File: src/rtl/dynres_pwm_pkg.sv
// Package: shared types and defaults for the dynamic-resolution PWM driver.
// Assumes: nothing beyond IEEE 1800-2017.
package dynres_pwm_pkg;

    localparam int DEF_DUTY_W      = 8;
    localparam int DEF_TOP_W       = 16;
    localparam int DEF_SYNC_MARGIN = 32;
    localparam int DEF_TOP_RESET   = 255;
    localparam int DEF_FIXED_TOP   = 255;

    // Update sequencer states
    typedef enum logic {
        SEQ_IDLE = 1'b0,
        SEQ_WAIT = 1'b1
    } seq_state_t;

endpackage

File: src/rtl/updown_ctr.sv
// Module: phase-correct up/down counter. It counts 0 -> top -> 0 and yields
// a period of 2*top cycles.
// Assumes: top never drops below the current count while counting (the
// caller guarantees this through its update rules); clr restarts at 0 upward.
module updown_ctr #(
    parameter int W = 16
) (
    input  logic         clk,
    input  logic         rst_n,
    input  logic         clr,
    input  logic [W-1:0] top,
    output logic [W-1:0] cnt,
    output logic         at_bottom
);

    logic [W-1:0] cnt_q;
    logic         up_q;

    // Step the count and flip direction at the two turn-around points
    always_ff @(posedge clk) begin
        if (!rst_n) begin
            cnt_q <= '0;
            up_q  <= 1'b1;
        end else if (clr) begin
            cnt_q <= '0;
            up_q  <= 1'b1;
        end else if (up_q) begin
            if (cnt_q >= top) begin
                up_q  <= 1'b0;
                cnt_q <= top - W'(1);
            end else begin
                cnt_q <= cnt_q + W'(1);
            end
        end else begin
            if (cnt_q == '0) begin
                up_q  <= 1'b1;
                cnt_q <= W'(1);
            end else begin
                cnt_q <= cnt_q - W'(1);
            end
        end
    end

    assign cnt       = cnt_q;
    assign at_bottom = (cnt_q == '0);


    cnt_within_top_chk: assert property (@(posedge clk) disable iff (!rst_n)
        cnt_q <= top)
        else $error("counter above top");

endmodule

File: src/rtl/pwm_chan.sv
// Module: one PWM compare channel. It holds the active compare value and
// drives the output high while the counter is below it, or always when the
// compare value reaches the top.
// Assumes: W >= DW; load_now takes priority over the bottom-of-period latch.
module pwm_chan #(
    parameter int W  = 16,
    parameter int DW = 8
) (
    input  logic          clk,
    input  logic          rst_n,
    input  logic [W-1:0]  cnt,
    input  logic [W-1:0]  top,
    input  logic          at_bottom,
    input  logic          load_now,
    input  logic [DW-1:0] load_val,
    input  logic [DW-1:0] shadow,
    output logic          pwm_o
);

    logic [DW-1:0] cmp_q;
    logic [W-1:0]  cmp_ext;

    // Take a new compare value immediately or at the counter bottom
    always_ff @(posedge clk) begin
        if (!rst_n) begin
            cmp_q <= '0;
        end else if (load_now) begin
            cmp_q <= load_val;
        end else if (at_bottom) begin
            cmp_q <= shadow;
        end
    end

    // Compare against the running counter in normal polarity
    always_comb begin
        cmp_ext = W'(cmp_q);
        pwm_o   = (cnt < cmp_ext) || ((cmp_ext >= top) && (cmp_ext != '0));
    end

endmodule

File: src/rtl/update_seq.sv
// Module: update sequencer. It accepts requests, drives the enables, selects
// the off / first-on / already-on path, and defers top writes until the
// shared counter is at least SYNC_MARGIN below the new top.
// Assumes: cnt_s is the shared counter value; SYNC_MARGIN is the minimum top.
module update_seq
    import dynres_pwm_pkg::*;
#(
    parameter int DW          = DEF_DUTY_W,
    parameter int TW          = DEF_TOP_W,
    parameter int SYNC_MARGIN = DEF_SYNC_MARGIN,
    parameter int TOP_RESET   = DEF_TOP_RESET
) (
    input  logic          clk,
    input  logic          rst_n,
    input  logic          req_valid,
    output logic          req_ready,
    input  logic [DW-1:0] duty_a,
    input  logic [DW-1:0] duty_b,
    input  logic [DW-1:0] duty_c,
    input  logic [TW-1:0] req_top,
    input  logic [TW-1:0] cnt_s,
    output logic          busy,
    output logic          en_a,
    output logic          en_b,
    output logic [DW-1:0] sh_a,
    output logic [DW-1:0] sh_b,
    output logic [DW-1:0] sh_c,
    output logic          load_now,
    output logic          clr_s,
    output logic [TW-1:0] top_o
);

    localparam logic [TW-1:0] MARGIN  = TW'(SYNC_MARGIN);
    localparam logic [TW-1:0] TOP_RST = TW'(TOP_RESET);

    seq_state_t    state_q;
    logic [TW-1:0] top_q, top_pend_q, top_clamped;
    logic          on_q, en_a_q, en_b_q;
    logic [DW-1:0] sh_a_q, sh_b_q, sh_c_q;
    logic          fire, now_on, sync_ok;

    // Decode the request and the phase-sync condition
    always_comb begin
        fire        = req_valid && (state_q == SEQ_IDLE);
        now_on      = (duty_a != '0) || (duty_b != '0) || (duty_c != '0);
        top_clamped = (req_top < MARGIN) ? MARGIN : req_top;
        sync_ok     = (cnt_s <= top_pend_q - MARGIN);
        load_now    = fire && (!now_on || !on_q);
        clr_s       = load_now;
    end

    // Sequence the update and hold the applied state
    always_ff @(posedge clk) begin
        if (!rst_n) begin
            state_q    <= SEQ_IDLE;
            top_q      <= TOP_RST;
            top_pend_q <= TOP_RST;
            on_q       <= 1'b0;
            en_a_q     <= 1'b0;
            en_b_q     <= 1'b0;
            sh_a_q     <= '0;
            sh_b_q     <= '0;
            sh_c_q     <= '0;
        end else if (fire) begin
            on_q   <= now_on;
            en_a_q <= (duty_a != '0);
            en_b_q <= (duty_b != '0);
            sh_a_q <= duty_a;
            sh_b_q <= duty_b;
            sh_c_q <= duty_c;
            if (!now_on) begin
                top_q <= TOP_RST;
            end else if (!on_q) begin
                top_q <= top_clamped;
            end else begin
                top_pend_q <= top_clamped;
                state_q    <= SEQ_WAIT;
            end
        end else if (state_q == SEQ_WAIT && sync_ok) begin
            top_q   <= top_pend_q;
            state_q <= SEQ_IDLE;
        end
    end

    assign req_ready = (state_q == SEQ_IDLE);
    assign busy      = (state_q == SEQ_WAIT);
    assign en_a      = en_a_q;
    assign en_b      = en_b_q;
    assign sh_a      = sh_a_q;
    assign sh_b      = sh_b_q;
    assign sh_c      = sh_c_q;
    assign top_o     = top_q;


    top_min_chk: assert property (@(posedge clk) disable iff (!rst_n)
        top_q >= MARGIN)
        else $error("top below minimum");


    off_path_chk: assert property (@(posedge clk) disable iff (!rst_n)
        (fire && !now_on) |=> (top_q == TOP_RST && cnt_s == '0 && !en_a_q && !en_b_q))
        else $error("off request not applied");


    enable_follow_chk: assert property (@(posedge clk) disable iff (!rst_n)
        fire |=> (en_a_q == ($past(duty_a) != '0)) && (en_b_q == ($past(duty_b) != '0)))
        else $error("enable does not follow duty");


    phase_reset_chk: assert property (@(posedge clk) disable iff (!rst_n)
        (fire && now_on && !on_q) |=> (cnt_s == '0))
        else $error("counter not restarted on first turn-on");


    sync_chk: assert property (@(posedge clk) disable iff (!rst_n)
        (on_q && $past(on_q) && !$stable(top_q))
            |-> ({1'b0, $past(cnt_s)} + {1'b0, MARGIN} <= {1'b0, top_q}))
        else $error("top written outside sync window");

endmodule

File: src/rtl/dynres_pwm_driver.sv
// Module: top of the dynamic-resolution PWM driver. It ties the sequencer,
// the shared and fixed counters and three compare channels together.
// Assumes: FIXED_TOP + 1 is a power of two; DUTY_W <= both counter widths.
module dynres_pwm_driver
    import dynres_pwm_pkg::*;
#(
    parameter int DUTY_W      = DEF_DUTY_W,
    parameter int TOP_W       = DEF_TOP_W,
    parameter int SYNC_MARGIN = DEF_SYNC_MARGIN,
    parameter int TOP_RESET   = DEF_TOP_RESET,
    parameter int FIXED_TOP   = DEF_FIXED_TOP
) (
    input  logic              clk,
    input  logic              rst_n,
    input  logic              req_valid,
    output logic              req_ready,
    input  logic [DUTY_W-1:0] req_duty_a,
    input  logic [DUTY_W-1:0] req_duty_b,
    input  logic [DUTY_W-1:0] req_duty_c,
    input  logic [TOP_W-1:0]  req_top,
    output logic              busy,
    output logic              pwm_a,
    output logic              pwm_b,
    output logic              pwm_c,
    output logic              en_a,
    output logic              en_b
);

    localparam int N_SHARED = 2;
    localparam int FIX_W    = $clog2(FIXED_TOP + 1);

    logic [TOP_W-1:0]  cnt_s, top_s;
    logic [FIX_W-1:0]  cnt_f;
    logic              bot_s, bot_f, load_now, clr_s;
    logic [DUTY_W-1:0] sh_a, sh_b, sh_c;
    logic [DUTY_W-1:0] load_v  [N_SHARED];
    logic [DUTY_W-1:0] shad_v  [N_SHARED];
    logic              pwm_v   [N_SHARED];

    update_seq #(
        .DW(DUTY_W), .TW(TOP_W), .SYNC_MARGIN(SYNC_MARGIN), .TOP_RESET(TOP_RESET)
    ) u_seq (
        .clk(clk), .rst_n(rst_n), .req_valid(req_valid), .req_ready(req_ready),
        .duty_a(req_duty_a), .duty_b(req_duty_b), .duty_c(req_duty_c),
        .req_top(req_top), .cnt_s(cnt_s), .busy(busy), .en_a(en_a), .en_b(en_b),
        .sh_a(sh_a), .sh_b(sh_b), .sh_c(sh_c), .load_now(load_now),
        .clr_s(clr_s), .top_o(top_s)
    );

    updown_ctr #(.W(TOP_W)) u_ctr_shared (
        .clk(clk), .rst_n(rst_n), .clr(clr_s), .top(top_s),
        .cnt(cnt_s), .at_bottom(bot_s)
    );

    updown_ctr #(.W(FIX_W)) u_ctr_fixed (
        .clk(clk), .rst_n(rst_n), .clr(1'b0), .top(FIX_W'(FIXED_TOP)),
        .cnt(cnt_f), .at_bottom(bot_f)
    );

    // Route request and shadow duties into the shared-channel array
    always_comb begin
        load_v[0] = req_duty_a;
        load_v[1] = req_duty_b;
        shad_v[0] = sh_a;
        shad_v[1] = sh_b;
    end

    for (genvar g = 0; g < N_SHARED; g++) begin : g_shared
        pwm_chan #(.W(TOP_W), .DW(DUTY_W)) u_chan (
            .clk(clk), .rst_n(rst_n), .cnt(cnt_s), .top(top_s),
            .at_bottom(bot_s), .load_now(load_now), .load_val(load_v[g]),
            .shadow(shad_v[g]), .pwm_o(pwm_v[g])
        );
    end

    pwm_chan #(.W(FIX_W), .DW(DUTY_W)) u_chan_fixed (
        .clk(clk), .rst_n(rst_n), .cnt(cnt_f), .top(FIX_W'(FIXED_TOP)),
        .at_bottom(bot_f), .load_now(load_now), .load_val(req_duty_c),
        .shadow(sh_c), .pwm_o(pwm_c)
    );

    assign pwm_a = pwm_v[0];
    assign pwm_b = pwm_v[1];

endmodule

File: config.mk
export PLATFORM = sky130hd
export DESIGN_NAME = dynres_pwm_driver
export DESIGN_NICKNAME = d
export VERILOG_FILES = /design/src/rtl/dynres_pwm_pkg.sv /design/src/rtl/updown_ctr.sv /design/src/rtl/pwm_chan.sv /design/src/rtl/update_seq.sv /design/src/rtl/dynres_pwm_driver.sv
export SDC_FILE = /design/constraint.sdc
export NUM_CORES = 1
export LEC_CHECK = 0
export ABC_CLOCK_PERIOD_IN_PS = 3400
export BUFFER_PORTS_ARGS = -buffer_cell sky130_fd_sc_hd__buf_2
export CELL_PAD_IN_SITES_DETAIL_PLACEMENT = 2
export CELL_PAD_IN_SITES_GLOBAL_PLACEMENT = 2
export CORE_MARGIN = 5
export CORE_UTILIZATION = 35
export CTS_CLUSTER_SIZE = 40
export DETAILED_ROUTE_END_ITERATION = 10
export HOLD_SLACK_MARGIN = 0.02
export MAX_ROUTING_LAYER = met4
export PLACE_DENSITY = 0.77
export RECOVER_POWER = 50
export SYNTH_ARGS = -nofsm -noshare
export SYNTH_HDL_FRONTEND = slang
export SYNTH_SLANG_ARGS = --single-unit
File: constraint.sdc
create_clock -name clk -period 3.4 [get_ports clk]
set_input_delay 0.17 -clock clk [delete_from_list [all_inputs] [get_ports clk]]
set_output_delay 0.17 -clock clk [all_outputs]
set_load 0.02 [all_outputs]
==> impl_metrics.sql, run 1 <==
INSERT INTO impl_metrics (metric_group, metric, value, unit) VALUES
('setup_path', 'timing.critical_path.to', 'u_seq.top_o[0]', ''),
('detailed_routing', 'vias_per_cell', '5.602', ''),
('setup_path', 'critPathKind', 'flop to flop', ''),
('setup_path', 'worstSetupEndpointType', 'flop', ''),
('clock_tree', 'worst_setup_hold_path_clk_slew', '0.09', 'ns'),
('power', 'total_leakage_power', '0.003807', 'uW'),
('synthesis', 'ys_warn_count', '0', ''),
('synthesis', 'postSynthAreaPerCell', '8.128', 'um^2'),
('power', 'power.density', '401.6', 'mW/mm^2'),
('clock_tree', 'numCtsBuffers', '9', ''),
('global_routing', 'global_route.overflow_total', '0', ''),
('clock_tree', 'cts.sink_count', '110', ''),
('detailed_routing', 'vias', '6935', ''),
('timing', 'worst_slew_margin_rel', '-25.55', '%'),
('setup_path', 'worst_r2r_path_depth', '11', ''),
('timing', 'max_freq', '308.4', 'MHz'),
('placement', 'io_buffer_count', '49', ''),
('placement', 'pre_cts_slack', '0.02488', 'ns'),
('timing', 'maxSlewViolCount', '73', ''),
('timing', 'grt_setup_unrepaired', 'false', ''),
('setup_path', 'worst_setup_path_startpoint', 'u_seq.top_pend_q[9]', ''),
('global_routing', 'first_global_vias', '7542', ''),
('global_routing', 'first_pass_grt_wire_length', '41260', 'um'),
('floorplanning', 'io-pin-count', '50', ''),
('floorplanning', 'die_w', '156.2', 'um'),
('clock_tree', 'cts_hold_repair.buffers', '0', ''),
('setup_path', 'worstReg2RegEnd', 'u_seq.top_o[0]', ''),
('synthesis', 'postSynth.topFlopCell', 'dfxtp_1', ''),
('timing', 'timing_worst_slew_pin_value', '1.879', 'ns'),
('synthesis', 'post_synth_inst_count', '921', ''),
('power', 'worst_ir_drop_vdd', '258.7', 'uV'),
('detailed_routing', 'drt_drc_violations_left', '0', ''),
('timing', 'finalSetupViolCount', '0', ''),
('setup_path', 'worstPathMaxFanout', '16', ''),
('placement', 'hpwl', '19280', 'um'),
('clock_tree', 'tritoncts', 'yes', ''),
('detailed_routing', 'drt-initial-drc-count', '254', ''),
('timing', 'final_hold_viol_count', '0', ''),
('run', 'max_cap_viol_count', '3', ''),
('timing', 'final.min_clock_period', '3.243', 'ns'),
('floorplanning', 'initial_core_util', '35.61', '%'),
('synthesis', 'synth.largest_area_cell', 'dfxtp_1', ''),
('detailed_routing', 'route.detailed.wl_per_inst', '20.34', 'um'),
('synthesis', 'postSynth.asyncResetShare', '0', '%'),
('setup_path', 'timing.critical_path.arrival', '3.50', 'ns'),
('timing', 'clock-skew-final', '0.01244', 'ns'),
('setup_path', 'reg2reg_from', 'u_seq.top_pend_q[9]', ''),
('floorplanning', 'rows', '53', ''),
('setup_path', 'timing.critical_path.required', '3.65', 'ns'),
('setup_path', 'critPathLaunchType', 'flop', ''),
('synthesis', 'netlist_top_cells_area', 'dfxtp_1 (29%), ha_1 (13%), nand2_1 (7.3%)', ''),
('floorplanning', 'die_h', '156.2', 'um'),
('detailed_routing', 'ant_nets', '0', ''),
('status', 'failed_checks', 'max-capacitance violations, max-slew violations', ''),
('layout', 'nNetsFinal', '1075', ''),
('layout', 'drive_gt1_share', '9.896', '%'),
('floorplanning', 'die_footprint', '0.02441', 'mm^2'),
('synthesis', 'synthDistinctLibCells', '56', ''),
('timing', 'finalSetupTns', '0', 'ns'),
('clock_tree', 'htree_levels', '3', ''),
('synthesis', 'syn_nets', '1041', ''),
('clock_tree', 'clock-root-buffer', 'clkbuf_16', ''),
('clock_tree', 'insertion_delay', '0.37', 'ns'),
('status', 'result_of_the_run', 'complete, but fails checks', ''),
('timing', 'hold_ws', '0.06290', 'ns'),
('setup_path', 'timing.reg2reg.setup_slack', '0.16', 'ns'),
('layout', 'commonest_cells_after_routing_fill_and_taps_aside', 'nand2_1 (145), dfxtp_1 (110), ha_1 (77)', ''),
('global_routing', 'antenna_violations_before_repair', '3', ''),
('clock_tree', 'cts.path.max_buffers', '2', ''),
('floorplanning', 'std_cell_core_area', '0.02102', 'mm^2'),
('detailed_routing', 'drt_wl_total', '25180', 'um');
[critical path: stages (launching register included)]
cell and delay (ns):
dfxtp_1 0.39, nor4_4 0.30, nand2_1 0.12, nor3_1 0.20
xnor2_1 0.17, ha_1 0.28, a21o_1 0.18, a21o_1 0.17
a221o_1 0.29, a211o_1 0.28, a31o_2 0.36, a221o_1 0.38
[repair_timing]
item,CTS,global route
endpoints found under the setup margin,5,16
gates resized for setup,1,3
hold endpoints to repair,0,0
setup buffers,1,0
[cells by family after synthesis]
group / count (synthesis) / share of synthesized area [%]
fa+ha+maj: 77 / 12.87
simple gates: 319 / 20.29
flops: 110 / 29.42
compound gates: 230 / 22.18
xor+xnor: 49 / 5.733
mux: 27 / 3.644
buf+inv: 109 / 5.866
[layout make-up]
type	instances	area, um^2
repair buffers	73	414.1
multi-input cells	702	4875
inverters	59	221.5
well taps	275	344.1
flip-flops and latches	110	2202
clock buffers	9	225.2
fillers	2387	12640
diodes	3	7.507
clock inverters	7	87.58
[sequential cells by signal (all words and copies together) (netlist names), 8 cells and up]
signal / flops
g_shared.u_chan.cmp_q: 16
u_ctr_shared.cnt: 16
u_seq.top_o: 16
u_seq.top_pend_q: 16
u_chan_fixed.cmp_ext: 8
u_ctr_fixed.cnt: 8
u_seq.sh_a: 8
u_seq.sh_b: 8
u_seq.sh_c: 8
[report_power, final]
part | leakage [uW] | switching, uW | internal [uW] | total (uW)
clock network | 0.000155 | 575 | 593 | 1170
registers | 0.000904 | 86.7 | 1370 | 1460
logic | 0.00275 | 445 | 293 | 738
[how the worst min path moves through the flow]
| stage | startpoint | end | slack, ns |
|---|---|---|---|
| after floorplan | req_top[6] | u_seq.top_pend_q[6] | 0.30 |
| after global placement | req_top[7] | u_seq.top_pend_q[7] | 0.44 |
| after detailed placement | req_top[7] | u_seq.top_pend_q[7] | 0.44 |
| after CTS | req_duty_c[6] | u_seq.sh_c[6] | 0.05 |
| after global routing | req_duty_b[2] | g_shared[1].u_chan.cmp_q[2] | 0.07 |
| final | req_duty_c[4] | u_seq.sh_c[4] | 0.06 |
[cell usage after synthesis, drive strengths merged (12+ instances only)]
library cell and count:
xnor2 33, a21oi 35, nand2 146, a21boi 27
nor2 38, o211a 25, clkbuf 39, mux2i 25
nor2b 19, inv 59, o22ai 17, o211ai 34
nand4 13, o21ai 25, nand2b 12, nand3 19
nor4 18, nor3 24, xor2 16, dfxtp 110
a21o 14, ha 77
[layer usage]
| metal | up-vias | global-route usage, % | wire length (um) |
|---|---|---|---|
| li1 | 3381 | - | - |
| met1 | 3459 | 26.67 | 11240 |
| met2 | 68 | 37.37 | 12790 |
| met3 | 27 | 3.125 | 750 |
| met4 | 0 | 5.579 | 401 |
| met5 | - | - | 0 |
[stage by stage]
stage	cells	cell area (um^2)
3_3_place_gp	1218	8044
5_1_grt	1238	8377
3_5_place_dp	1218	8044
2_1_floorplan	921	7486
4_1_cts	1235	8371
6_report	1238	8377
(Power assumes the default switching activity.)
==> inputs of run 2 (changes only) <==
--- a/config.mk
+++ b/config.mk
@@ -14,7 +14,6 @@
 export CTS_CLUSTER_SIZE = 40
 export DETAILED_ROUTE_END_ITERATION = 10
 export HOLD_SLACK_MARGIN = 0.02
-export MAX_ROUTING_LAYER = met4
 export PLACE_DENSITY = 0.77
 export RECOVER_POWER = 50
 export SYNTH_ARGS = -nofsm -noshare
==> run 2 against run 1 <==
Effect of this change:
- the run still ends with max-capacitance violations, max-slew violations left
- largest cell class unchanged
- utilization barely moved
- critical path depth grew 1
- global-route usage decreased by 0.65 points
- register-to-register slack hardly changed
- total power is essentially flat
- clock power about the same
==> impl_metrics.sql, run 2 (same netlist as run 1, synthesis figures left out) <==
INSERT INTO impl_metrics (metric_group, metric, value, unit) VALUES
('timing', 'max_freq', '309.3', 'MHz'),
('global_routing', 'antenna_violations_before_repair', '3', ''),
('hold_path', 'worstHoldStart', 'req_duty_c[4]', ''),
('status', 'failed_checks', 'max-capacitance violations, max-slew violations', ''),
('layout', 'commonest_cells_after_routing_fill_and_taps_aside', 'nand2_1 (145), dfxtp_1 (110), ha_1 (77)', ''),
('floorplanning', 'die_h', '156.2', 'um'),
('power', 'total_leakage_power', '0.003807', 'uW'),
('clock_tree', 'insertion_delay', '0.37', 'ns'),
('detailed_routing', 'drt-initial-drc-count', '220', ''),
('detailed_routing', 'vias', '6932', ''),
('placement', 'io_buffer_count', '49', ''),
('clock_tree', 'cts.sink_count', '110', ''),
('setup_path', 'timing.reg2reg.setup_slack', '0.17', 'ns'),
('layout', 'area_of_the_multi_input_gates', '0.004875', 'mm^2'),
('detailed_routing', 'route.detailed.wl_per_inst', '20.35', 'um'),
('placement', 'gp_congestion', '0.7994', ''),
('global_routing', 'first_pass_grt_wire_length', '41230', 'um'),
('setup_path', 'critPathLaunchType', 'flop', ''),
('clock_tree', 'cts.path.max_buffers', '2', ''),
('timing', 'finalSetupViolCount', '0', ''),
('clock_tree', 'clock-root-buffer', 'clkbuf_16', ''),
('setup_path', 'crit_chain', 'inv_1 -> ha_1 -> nand2_1 -> nor3_1 -> xnor2_1 -> ha_1 -> a21o_1 -> a21o_1 -> a221o_1 -> a211o_1 -> a31o_2 -> a221o_1', ''),
('floorplanning', 'rows', '53', ''),
('timing', 'fin_crit_sh', '95.08', '%'),
('timing', 'finalSetupTns', '0', 'ns'),
('setup_path', 'worst_path_max_delay_cell', 'a221o_1', ''),
('timing', 'final.min_clock_period', '3.233', 'ns'),
('timing', 'clock-skew-final', '0.01264', 'ns'),
('timing', 'final_hold_viol_count', '0', ''),
('layout', 'nNetsFinal', '1075', ''),
('setup_path', 'timing.critical_path.arrival', '3.49', 'ns'),
('timing', 'maxSlewViolCount', '73', ''),
('global_routing', 'grt_max_degree', '47', ''),
('hold_path', 'hold-path-cell-count', '3', ''),
('detailed_routing', 'drt_wl_total', '25160', 'um'),
('status', 'result_of_the_run', 'complete, but fails checks', ''),
('setup_path', 'worst_r2r_path_depth', '12', ''),
('floorplanning', 'io-pin-count', '50', ''),
('layout', 'layout.filler_cells', '2387', ''),
('layout', 'sequential_cell_area', '0.002202', 'mm^2'),
('detailed_routing', 'vias_per_cell', '5.608', ''),
('global_routing', 'first_global_vias', '7559', ''),
('setup_path', 'worstPathMaxFanout', '16', ''),
('global_routing', 'track_usage', '21.04', '%'),
('clock_tree', 'numCtsBuffers', '9', ''),
('detailed_routing', 'ant_nets', '0', ''),
('layout', 'drive_gt1_share', '9.896', '%'),
('hold_path', 'hp-class', 'primary input to flop', ''),
('setup_path', 'worstSetupEndpointType', 'flop', ''),
('power', 'worst_ir_drop_vdd', '258.0', 'uV'),
('floorplanning', 'std_cell_core_area', '0.02102', 'mm^2'),
('clock_tree', 'tritoncts', 'yes', ''),
('clock_tree', 'htree_levels', '3', ''),
('clock_tree', 'cts_hold_repair.buffers', '0', ''),
('timing', 'hold_ws', '0.06449', 'ns'),
('hold_path', 'whs_endpoint', 'u_seq.sh_c[4]', ''),
('floorplanning', 'die_footprint', '0.02441', 'mm^2'),
('clock_tree', 'worst_setup_hold_path_clk_slew', '0.09', 'ns'),
('layout', 'areaGrowthSynthToFinish', '11.83', '%'),
('timing', 'timing_worst_slew_pin_value', '1.858', 'ns'),
('setup_path', 'critPathKind', 'flop to flop', ''),
('floorplanning', 'initial_core_util', '35.61', '%'),
('run', 'max_cap_viol_count', '3', ''),
('setup_path', 'worstReg2RegEnd', 'u_seq.top_o[0]', ''),
('power', 'power.density', '401.9', 'mW/mm^2'),
('timing', 'grt_setup_unrepaired', 'false', ''),
('setup_path', 'timing.critical_path.required', '3.65', 'ns'),
('floorplanning', 'die_w', '156.2', 'um'),
('setup_path', 'crit_path_max_incr_delay', '0.38', 'ns'),
('detailed_routing', 'drt_drc_violations_left', '0', ''),
('setup_path', 'reg2reg_from', 'u_seq.top_pend_q[5]', ''),
('layout', 'layout.cells.most_common', 'nand2_1', ''),
('timing', 'worst_slew_margin_rel', '-24.14', '%'),
('global_routing', 'global_route.overflow_total', '0', ''),
('placement', 'hpwl', '19280', 'um'),
('detailed_routing', 'dr.pass1.iters', '5', '');
run 2: critical path, delay by kind of cell (launching register included):
family                     cells  cell delay (ns)
DFF                            1             0.37
AOI/OAI and AO/OA              6             1.66
adders and majority gates      2             0.53
buffers and inverters          1             0.08
xor gates and xnor gates       1             0.17
and+or+nand+nor                2             0.30
run 2: stage by stage:
step           total power, uW  cells  util [%]  instance area, um^2  worst slack (ns)
6_report                  3365   1236     39.83                 8372            0.1671
5_1_grt                   3554   1236     39.83                 8372           0.01011
4_1_cts                   3412   1235     39.82                 8371            0.1298
3_5_place_dp              2226   1218     38.27                 8044           0.02488
3_3_place_gp              2184   1218     38.27                 8044            0.1292
2_1_floorplan             1966    921         -                 7486            0.3703
run 2: worst max-delay path by stage:
stage                                    from                 end  cells after the start
after floorplan           u_seq.top_pend_q[7]      u_seq.top_o[7]                     12
after global placement    u_seq.top_pend_q[9]      u_seq.top_o[0]                     11
final                     u_seq.top_pend_q[5]      u_seq.top_o[0]                     12
after detailed placement  u_seq.top_pend_q[9]      u_seq.top_o[5]                     10
after global routing       u_ctr_fixed.cnt[5]  u_ctr_fixed.cnt[6]                      6
after CTS                 u_seq.top_pend_q[7]      u_seq.top_o[0]                     10
run 2: cell type report:
type / instances / share of cell area (%)
sequential: 110 / 26.30
inverter: 59 / 2.645
timing repair buffer: 73 / 4.947
antenna: 1 / 0.02989
clock inverter: 7 / 1.046
multi-input combinational: 702 / 58.23
tap: 275 / 4.110
clock buffer: 9 / 2.690
run 2: power breakdown:
part           switching [uW]  leakage (uW)  internal, uW
combinational             445       0.00275           293
sequential               86.8      0.000904          1370
clock                     575      0.000155           593
total                    1110       0.00381          2260
run 2: layer usage:
layer | up-vias | share of wire, % | wire (um) | track usage, %
li1 | 3378 | - | - | -
met3 | 33 | 2.8 | 713 | 3.208
met2 | 70 | 50 | 12670 | 37.33
met1 | 3447 | 45 | 11330 | 26.60
met5 | - | 0.13 | 32 | 0
met4 | 4 | 1.6 | 408 | 5.579
run 2: repair_timing:
item                                    4_1_cts  5_1_grt
gates resized for setup                       1        3
endpoints found under the setup margin        5       16
buffers inserted                              1        0
==> inputs of run 3 (changes only) <==
--- a/config.mk
+++ b/config.mk
@@ -5,6 +5,7 @@
 export SDC_FILE = /design/constraint.sdc
 export NUM_CORES = 1
 export LEC_CHECK = 0
+export ABC_AREA = 0
 export ABC_CLOCK_PERIOD_IN_PS = 3400
 export BUFFER_PORTS_ARGS = -buffer_cell sky130_fd_sc_hd__buf_2
 export CELL_PAD_IN_SITES_DETAIL_PLACEMENT = 2
@@ -13,6 +14,7 @@
 export CORE_UTILIZATION = 35
 export CTS_CLUSTER_SIZE = 40
 export DETAILED_ROUTE_END_ITERATION = 10
+export GPL_TIMING_DRIVEN = 0
 export HOLD_SLACK_MARGIN = 0.02
 export PLACE_DENSITY = 0.77
 export RECOVER_POWER = 50
==> run 3 against run 2 <==
Effect of this change:
- the run now ends clean
- critical path depth unchanged
- routed wire length is 7.8% higher
- first-iteration DRC count up 15%
- total power barely moved
- sequential share of layout area decreased by 0.074 points
- design area up 0.28%
- utilization rose by 0.11 points
- clock skew up 0.0031 ns
- worst setup slack better by 0.0015 ns
- via count rose by 2.0%
- critical endpoint is now u_seq.top_o[6]
==> impl_metrics.sql, run 3 (same netlist as run 1, synthesis figures left out) <==
INSERT INTO impl_metrics (metric_group, metric, value, unit) VALUES
('floorplanning', 'rows', '53', ''),
('layout', 'drive_gt1_share', '8.316', '%'),
('setup_path', 'crit_chain', 'nor4_4 -> nand2_1 -> nor4_1 -> xnor2_1 -> ha_1 -> nand4_1 -> nor2_1 -> a221o_1 -> a211o_1 -> a31o_2 -> buf_6 -> a22o_1', ''),
('power', 'total_leakage_power', '0.003774', 'uW'),
('global_routing', 'track_usage', '22.55', '%'),
('floorplanning', 'die_w', '156.2', 'um'),
('clock_tree', 'insertion_delay', '0.37', 'ns'),
('timing', 'final_hold_viol_count', '0', ''),
('floorplanning', 'io-pin-count', '50', ''),
('global_routing', 'first_global_vias', '7638', ''),
('global_routing', 'antenna_violations_before_repair', '0', ''),
('layout', 'areaGrowthSynthToFinish', '12.15', '%'),
('setup_path', 'worstPathMaxFanout', '10', ''),
('layout', 'layout.filler_cells', '2412', ''),
('detailed_routing', 'drt_wl_total', '27120', 'um'),
('setup_path', 'worstSetupEndpointType', 'flop', ''),
('floorplanning', 'std_cell_core_area', '0.02102', 'mm^2'),
('setup_path', 'worst_path_max_delay_cell', 'dfxtp_1', ''),
('layout', 'commonest_cells_after_routing_fill_and_taps_aside', 'nand2_1 (145), dfxtp_1 (110), ha_1 (77)', ''),
('power', 'power_total', '3366', 'uW'),
('clock_tree', 'cts_hold_repair.buffers', '0', ''),
('clock_tree', 'tritoncts', 'yes', ''),
('clock_tree', 'worst_setup_hold_path_clk_slew', '0.09', 'ns'),
('placement', 'pre_cts_slack', '0.002834', 'ns'),
('timing', 'max_freq', '309.5', 'MHz'),
('timing', 'final.min_clock_period', '3.231', 'ns'),
('floorplanning', 'die_h', '156.2', 'um'),
('status', 'result_of_the_run', 'finished, final reports clean', ''),
('clock_tree', 'cts.sink_count', '110', ''),
('setup_path', 'critPathKind', 'flop to flop', ''),
('setup_path', 'timing.critical_path.required', '3.67', 'ns'),
('setup_path', 'timing.critical_path.arrival', '3.50', 'ns'),
('detailed_routing', 'vias_per_cell', '5.609', ''),
('timing', 'worst_slew_margin_rel', '29.67', '%'),
('power', 'power.density', '400.9', 'mW/mm^2'),
('clock_tree', 'clock-root-buffer', 'clkbuf_16', ''),
('global_routing', 'global_route.overflow_total', '0', ''),
('timing', 'finalSetupViolCount', '0', ''),
('power', 'worst_ir_drop_vdd', '242.9', 'uV'),
('timing', 'fin_crit_sh', '95.04', '%'),
('layout', 'layout.cells.most_common', 'nand2_1', ''),
('clock_tree', 'htree_levels', '3', ''),
('timing', 'finalSetupTns', '0', 'ns'),
('floorplanning', 'die_footprint', '0.02441', 'mm^2'),
('run', 'max_cap_viol_count', '0', ''),
('detailed_routing', 'route.detailed.wl_per_inst', '21.51', 'um'),
('timing', 'maxSlewViolCount', '0', ''),
('timing', 'finalWorstSetupSlack', '0.1686', 'ns'),
('detailed_routing', 'dr.pass1.iters', '4', ''),
('global_routing', 'grt_max_degree', '23', ''),
('placement', 'gp_congestion', '0.8106', ''),
('detailed_routing', 'drt-initial-drc-count', '254', ''),
('layout', 'fin_util', '39.94', '%'),
('placement', 'io_buffer_count', '49', ''),
('layout', 'diodes', '0', ''),
('setup_path', 'critical_path.n_buffers_inverters', '1', ''),
('timing', 'hold_ws', '0.05608', 'ns'),
('detailed_routing', 'ant_nets', '0', ''),
('timing', 'timing_worst_slew_pin_value', '1.053', 'ns'),
('detailed_routing', 'drt_drc_violations_left', '0', ''),
('setup_path', 'crit_path_max_incr_delay', '0.40', 'ns'),
('clock_tree', 'numCtsBuffers', '9', ''),
('setup_path', 'critPathLaunchType', 'flop', ''),
('layout', 'nNetsFinal', '1101', ''),
('hold_path', 'hp-class', 'primary input to flop', ''),
('clock_tree', 'cts.path.max_buffers', '2', ''),
('setup_path', 'timing.critical_path.max_delay_family', 'compound AO/OA/AOI/OAI gates', ''),
('timing', 'clock-skew-final', '0.01579', 'ns'),
('detailed_routing', 'vias', '7073', ''),
('global_routing', 'first_pass_grt_wire_length', '43120', 'um'),
('placement', 'hpwl', '21110', 'um'),
('floorplanning', 'initial_core_util', '35.61', '%');
==> run 3: cell count changes in the layout (fill, tap and decap cells not counted), sizes merged <==
cell / before / now
diode: 1 / 0
bufinv: 1 / 0
clkbuf: 16 / 57
buf: 66 / 51
clkinv: 1 / 4
inv: 64 / 62
==> run 3: metal layers <==
layer	vias to the layer above	part of all wire, %	GRT usage [%]	wire, um
met4	0	1.7	5.537	454
met1	3526	45	28.54	12330
met2	88	51	40.66	13700
li1	3436	-	-	-
met5	-	0	0	0
met3	23	2.3	2.793	635
==> run 3: final timing paths <==
check	start	to	slack [ns]	cells past startpoint
max reg2reg	u_seq.top_pend_q[7]	u_seq.top_o[6]	0.17	12
min	req_duty_c[5]	u_seq.sh_c[5]	0.06	3
min reg2reg	u_seq.sh_c[5]	u_seq.sh_c[5]	0.47	2
max	u_seq.top_pend_q[7]	u_seq.top_o[6]	0.17	12
==> run 3: timing repair <==
item | 4_1_cts | 5_1_grt
setup buffers | 0 | 0
gates cloned | 0 | 0
setup endpoints to repair | 7 | 23
resized for setup | 1 | 4
pin swaps | 0 | 0
==> run 3: where the power goes <==
part	internal, uW	total [uW]	switching [uW]	leakage [uW]
registers	1370	1460	88.7	0.000904
clock network	531	1140	609	0.000151
logic	293	766	473	0.00272
==> run 3: per-stage QoR <==
step | area, um^2 | instances
floorplan | 7486 | 921
global placement | 8075 | 1245
detailed placement | 8075 | 1245
CTS | 8391 | 1261
global route | 8396 | 1261
finish | 8396 | 1261
==> run 3: tightest hold or removal path: cells and delay by family <==
kind / cells / cell delay, ns
AO/OA/AOI/OAI: 1 / 0.06
AND/OR/NAND/NOR: 1 / 0.05
buffers and inverters: 1 / 0.11
==> run 3: final cells by class <==
class                   instances  area [um^2]  share of cell area (%)
clock inverters                 7        83.83                  0.9985
multi-input cells             702         4877                   58.09
well taps                     275        344.1                   4.098
inverters                      59        221.5                   2.638
clock buffers                   9        225.2                   2.683
plain buffers                  50        202.7                   2.414
flip-flops and latches        110         2202                   26.23
repair buffers                 49        239.0                   2.846
